### config.mk
export PLATFORM = sky130hd
export DESIGN_NAME = down_deser
export DESIGN_NICKNAME = d
export VERILOG_FILES = /design/src/rtl/deser_pkg.sv /design/src/rtl/deser_phase_ctr.sv /design/src/rtl/deser_shift.sv /design/src/rtl/deser_clkgen.sv /design/src/rtl/down_deser.sv
export SDC_FILE = /design/constraint.sdc
export NUM_CORES = 1
export LEC_CHECK = 0
export BUFFER_PORTS_ARGS = -buffer_cell sky130_fd_sc_hd__buf_2
export CORE_AREA = 5 5 42 44
export DETAILED_ROUTE_END_ITERATION = 10
export DIE_AREA = 0 0 47 49
export GPL_ROUTABILITY_DRIVEN = 0
export PLACE_DENSITY = 0.64
export SETUP_SLACK_MARGIN = 0.3
export SKIP_LAST_GASP = 1
export SLEW_MARGIN = 0
export SYNTH_ARGS = -nofsm -noshare
export SYNTH_HDL_FRONTEND = slang
export SYNTH_SLANG_ARGS = --single-unit
### constraint.sdc
create_clock -name clk -period 1.37 [get_ports clk]
set_clock_uncertainty 0.2 [all_clocks]
set_input_delay 0.274 -clock clk [delete_from_list [all_inputs] [get_ports clk]]
set_output_delay 0.274 -clock clk [all_outputs]
set_load 0.03 [all_outputs]
### src/rtl/deser_pkg.sv
package deser_pkg;
  typedef enum logic {
    PCLK_SINGLE = 1'b0,
    PCLK_DUAL   = 1'b1
  } pclk_mode_e;

  typedef enum logic {
    REF_WORD = 1'b0,
    REF_HALF = 1'b1
  } ref_rate_e;
endpackage

### src/rtl/deser_phase_ctr.sv
module deser_phase_ctr #(
  parameter int WORD_W = 4
) (
  input  logic                      clk,
  input  logic                      rst_n,
  output logic [$clog2(WORD_W)-1:0] cnt_q,
  output logic [$clog2(WORD_W)-1:0] cnt_nxt,
  output logic                      wrap,
  output logic                      wpar_nxt
);
  localparam int CW = $clog2(WORD_W);

  logic wpar_q;

  // last bit of a group is sampled while the counter sits at WORD_W-1
  assign wrap     = (cnt_q == CW'(WORD_W - 1));
  assign cnt_nxt  = cnt_q + 1'b1;
  assign wpar_nxt = wpar_q ^ wrap;

  always_ff @(posedge clk or negedge rst_n) begin
    if (!rst_n) begin
      cnt_q  <= '0;
      wpar_q <= 1'b0;
    end else begin
      cnt_q  <= cnt_nxt;
      wpar_q <= wpar_nxt;
    end
  end
endmodule

### src/rtl/deser_shift.sv
module deser_shift #(
  parameter int WORD_W = 4
) (
  input  logic              clk,
  input  logic              rst_n,
  input  logic              sdi,
  input  logic              wrap,
  output logic [WORD_W-1:0] word_o
);
  logic [WORD_W-2:0] hist_q;
  logic [WORD_W-1:0] gathered;

  // oldest bit ends in the top position
  assign gathered = {hist_q, sdi};

  always_ff @(posedge clk or negedge rst_n) begin
    if (!rst_n) begin
      hist_q <= '0;
      word_o <= '0;
    end else begin
      hist_q <= gathered[WORD_W-2:0];
      if (wrap) word_o <= gathered;
    end
  end

  assert_hold_between_R3: assert property (@(posedge clk) disable iff (!rst_n)
    !wrap |=> $stable(word_o));
endmodule

### src/rtl/deser_clkgen.sv
module deser_clkgen
  import deser_pkg::*;
#(
  parameter int WORD_W = 4
) (
  input  logic                      clk,
  input  logic                      rst_n,
  input  pclk_mode_e                mode,
  input  ref_rate_e                 ref_rate,
  input  logic [$clog2(WORD_W)-1:0] cnt_q,
  input  logic [$clog2(WORD_W)-1:0] cnt_nxt,
  input  logic                      wpar_nxt,
  output logic                      pclk_q,
  output logic                      refclk_q
);
  localparam int CW   = $clog2(WORD_W);
  localparam int HALF = WORD_W / 2;
  localparam int GW   = CW + 1;

  logic pclk_d, refclk_d;

  always_comb begin
    if (mode == PCLK_DUAL)
      pclk_d = pclk_q ^ (cnt_q == CW'(HALF - 1));
    else
      pclk_d = (cnt_q < CW'(HALF));
    if (ref_rate == REF_HALF)
      refclk_d = ~wpar_nxt;
    else
      refclk_d = ~cnt_nxt[CW-1];
  end

  always_ff @(posedge clk or negedge rst_n) begin
    if (!rst_n) begin
      pclk_q   <= 1'b0;
      refclk_q <= 1'b0;
    end else begin
      pclk_q   <= pclk_d;
      refclk_q <= refclk_d;
    end
  end

  // checker: distance between dual-edge toggles must be one word
  logic [GW-1:0] gap_q;
  logic          seen_q, prev_q;
  always_ff @(posedge clk or negedge rst_n) begin
    if (!rst_n) begin
      gap_q  <= '0;
      seen_q <= 1'b0;
      prev_q <= 1'b0;
    end else begin
      prev_q <= pclk_q;
      if (pclk_q != prev_q) begin
        gap_q  <= GW'(1);
        seen_q <= 1'b1;
      end else begin
        gap_q  <= gap_q + 1'b1;
      end
    end
  end

  assert_ddr_period_R5: assert property (@(posedge clk) disable iff (!rst_n)
    (mode == PCLK_DUAL && seen_q && pclk_q != prev_q) |-> gap_q == GW'(WORD_W));
endmodule

### src/rtl/down_deser.sv
module down_deser
  import deser_pkg::*;
#(
  parameter int WORD_W = 4
) (
  input  logic              clk,
  input  logic              rst_n,
  input  logic              sdi,
  input  logic              ddr_mode,
  input  logic              up_half,
  output logic [WORD_W-1:0] pword,
  output logic              pclk,
  output logic              refclk
);
  localparam int CW = $clog2(WORD_W);

  logic [CW-1:0] cnt_q, cnt_nxt;
  logic          wrap, wpar_nxt;
  pclk_mode_e    mode;
  ref_rate_e     ref_rate;

  assign mode     = pclk_mode_e'(ddr_mode);
  assign ref_rate = ref_rate_e'(up_half);

  deser_phase_ctr #(.WORD_W(WORD_W)) u_ctr (
    .clk(clk), .rst_n(rst_n), .cnt_q(cnt_q), .cnt_nxt(cnt_nxt),
    .wrap(wrap), .wpar_nxt(wpar_nxt)
  );

  deser_shift #(.WORD_W(WORD_W)) u_shift (
    .clk(clk), .rst_n(rst_n), .sdi(sdi), .wrap(wrap), .word_o(pword)
  );

  deser_clkgen #(.WORD_W(WORD_W)) u_clk (
    .clk(clk), .rst_n(rst_n), .mode(mode), .ref_rate(ref_rate),
    .cnt_q(cnt_q), .cnt_nxt(cnt_nxt), .wpar_nxt(wpar_nxt),
    .pclk_q(pclk), .refclk_q(refclk)
  );

  assert_sdr_setup_R4: assert property (@(posedge clk) disable iff (!rst_n)
    (!ddr_mode && wrap) |-> ##2 $rose(pclk));

  assert_edges_apart_R6: assert property (@(posedge clk) disable iff (!rst_n)
    !$stable(pword) |-> $stable(pclk));

  assert_ref_rise_R7: assert property (@(posedge clk) disable iff (!rst_n)
    (!up_half && wrap) |=> $rose(refclk));

  assert_ref_half_flip_R8: assert property (@(posedge clk) disable iff (!rst_n)
    (up_half && wrap) |=> !$stable(refclk));
endmodule

==> key figures <==
Pwr
  • Lkg Pwr: 0.312 nW
  • Int Power: 568 µW
  • Peak supply drop: 0.462 mV
  • Sequential share of power: 51.5%
  • Sw Ratio: 21.9%
  • Sw Pwr: 159 µW
  • Logic pwr share: 10.0%
  • Clock power frac: 38.6%
  • Pwr/cell area: 1100 mW/mm²

Global route
  • Overall routing resource usage: 7.30%
  • Largest net degree at the start of global routing: 13
  • Global-route wire length before repair: 1130 µm
  • Vias in the first global route: 276
  • Antenna violations before repair: 0
  • Met2 track demand over resource: 9.50%
  • Met3 GRT Util: 2.21%
  • Met1 Usage GRT: 8.33%
  • Overflow after GRT: 0
  • Busiest grt layer: met2

Clock tree
  • Clock sinks: 12
  • Clk buf depth: 2
  • Clock Latency Late Sink: 0.27 ns
  • Clock-pin transition on the worst setup and hold timing paths: 0.07 ns
  • Max H-tree Level: 1
  • Cts bufs inserted: 3
  • CTS tree: built
  • Root Buffer: clkbuf_4

Die
  • Die Wd: 47 µm
  • # IOs: 11
  • Initial Utilization: 29.9%
  • Site Rows: 14
  • Die height: 49 µm
  • Core area: 0.00140 mm²
  • Die area: 0.00230 mm²

Worst setup path
  • R2R Path Start: u_ctr.cnt_q[0]
  • R2r endpoint: u_shift.word_o[2]
  • Worst path buffer plus inverter count: 1
  • Crit Path Max Fanout: 2
  • CP peak stage delay: 0.40 ns
  • Crit path from: u_shift.word_o[1]
  • Setup slack, reg-to-reg: 0.10 ns
  • CP delay by family, top: flip-flops
  • Critical path launch point type: flop
  • Worst EP required: 0.90 ns
  • Critical Path End Type: primary output
  • CP max-delay cell: dfrtp_1
  • Crit-path cells: buf_6
  • Critical path class: reg -> out
  • Cell depth of the worst setup path: 1
  • Cells on worst reg2reg path: 2
  • Worst EP arrival: 0.82 ns

Synth
  • Yosys cell types: 7
  • Top cell type's share of synthesized area: 71.6%
  • Syn Area/Cell: 16.8 µm²
  • #FFs+latches synth: 12
  • Most frequent cell after synthesis: dfrtp_1
  • Synth area leaders: dfrtp_1 (72%), mux2_2 (11%), ha_1 (6.0%)
  • FFs w/ async S/R, synth: 100%
  • Syn Nets: 32
  • Post-synthesis cell count: 25
  • Sequential-to-total area share from yosys stat: 71.6%
  • Most area-hungry cell type in the Yosys netlist: dfrtp_1
  • Mapped Area: 419 µm²
  • Number of flops mapped to enable cells by yosys: 0
  • Yosys warns: 0
  • Synth top cells by count: dfrtp_1 (12), mux2_2 (4), inv_1 (3)
  • Post-synth top flop: dfrtp_1

STA
  • RSZ-0062 raised after global routing: yes
  • Setup violators final: 0
  • Max Fclk: 771 MHz
  • TNS Setup: 0 ns
  • Pins over their slew limit: 0
  • Tightest Pin Transition: 0.256 ns
  • Fin Hold WS: -0.00896 ns
  • Fin worst setup slack: 0.0731 ns
  • Hold Violations, Final: 1
  • Post-layout min period: 1.30 ns
  • Max-slew headroom: 82.9%
  • Crit share post-route: 94.7%

Place
  • Placed cell count: 51
  • Setup WS pre-CTS: 0.110 ns
  • Final HPWL from detailed placement: 488 µm
  • Port buffer count: 10

Route
  • Number of detailed-route iterations in the first pass: 1
  • DRT iter0 DRCs: 0
  • Vias after detailed routing: 247
  • Antenna Nets Post-Route: 0
  • WL final: 672 µm
  • Vias per cell: 4.19
  • Routed WL per cell: 11.4 µm
  • DRC: 0

Final layout
  • N_diodes: 0
  • # fillers: 124
  • Non-filler cells, final: 59
  • Layout Nets: 51
  • Layout cells sized above 1: 62.8%
  • Area Growth Syn to Fin: 57.0%

Min path
  • Hold Path Origin: ddr_mode
  • WHS Path Cells: 2
  • Min-Delay Endpoint: u_clk.pclk_q
  • Worst hold path class: in -> reg

Job
  • Max-cap violations: 0

Run status
  • Failing checks: hold timing
  • Status: finished with violations
[power groups by stage]
stage	registers (mW)	logic [mW]	clock network, mW
after floorplan	0.395	0.00963	0
after global placement	0.379	0.0480	0
after detailed placement	0.379	0.0494	0
after CTS	0.374	0.0725	0.291
after global routing	0.376	0.0779	0.307
final	0.374	0.0726	0.280
[cells by family after synthesis]
group                      count (synthesis)  share of synthesized area (%)
adders and majority gates                  2                           5.97
buffers and inverters                      3                           2.69
muxes                                      6                           15.5
xor gates and xnor gates                   2                           4.18
DFF                                       12                           71.6
[metrics by stage]
stage          utilization (%)  instance area [µm²]  hold slack, ns  total power, mW
6_report                  47.0                  658        -0.00896            0.727
5_1_grt                   47.0                  658         0.00158            0.760
4_1_cts                   46.3                  649         -0.0135            0.737
3_5_place_dp              36.0                  504         -0.0380            0.428
3_3_place_gp              36.0                  504         -0.0498            0.427
2_1_floorplan                -                  434          -0.222            0.405
[state kept, by name, indices dropped and copies added, names as in the netlist]
| name | count |
|---|---|
| u_shift.word_o | 4 |
| u_clk.refclk_q | 1 |
| u_ctr.cnt_q | 2 |
| u_ctr.wpar_q | 1 |
| u_shift.hist_q | 3 |
| u_clk.pclk_q | 1 |
[cells in the final DEF (no fill, tap or decap), drive strengths merged]
cell,count
dfrtp,12
buf,11
mux2,4
clkbuf,4
dlygate4sd3,3
inv,3
mux2i,2
ha,2
xor2,1
xnor2,1
[cell type report]
cell class	count	area, µm²	share of cell area (%)
Clock buffer	4	36.3	5.51
Inverter	3	11.3	1.71
Multi-Input combinational cell	10	163	24.7
Sequential cell	12	303	46.0
Tap cell	16	20.0	3.04
Timing Repair Buffer	14	125	19.0
[worst max path at each step]
stage / to / slack [ns]
floorplan: u_shift.word_o[0] / 0.17
global placement: u_shift.word_o[1] / 0.14
detailed placement: u_shift.word_o[2] / 0.11
CTS: pword[0] / 0.07
global route: pword[1] / 0.04
finish: pword[1] / 0.07
[layer usage]
| layer | vias up | part of all wire, % |
|---|---|---|
| met5 | - | 0 |
| met4 | 0 | 5.4 |
| met3 | 3 | 6.7 |
| li1 | 113 | - |
| met2 | 9 | 46 |
| met1 | 122 | 42 |
[repair_timing]
action                                 CTS  global route
setup buffers                            1             0
endpoints found under the hold margin   15             0
pin swaps                                1             1
hold buffers                             3             0
gates resized for setup                 20             3
setup endpoints to repair               14            14
Note: power is estimated with default switching activity, not from simulation.
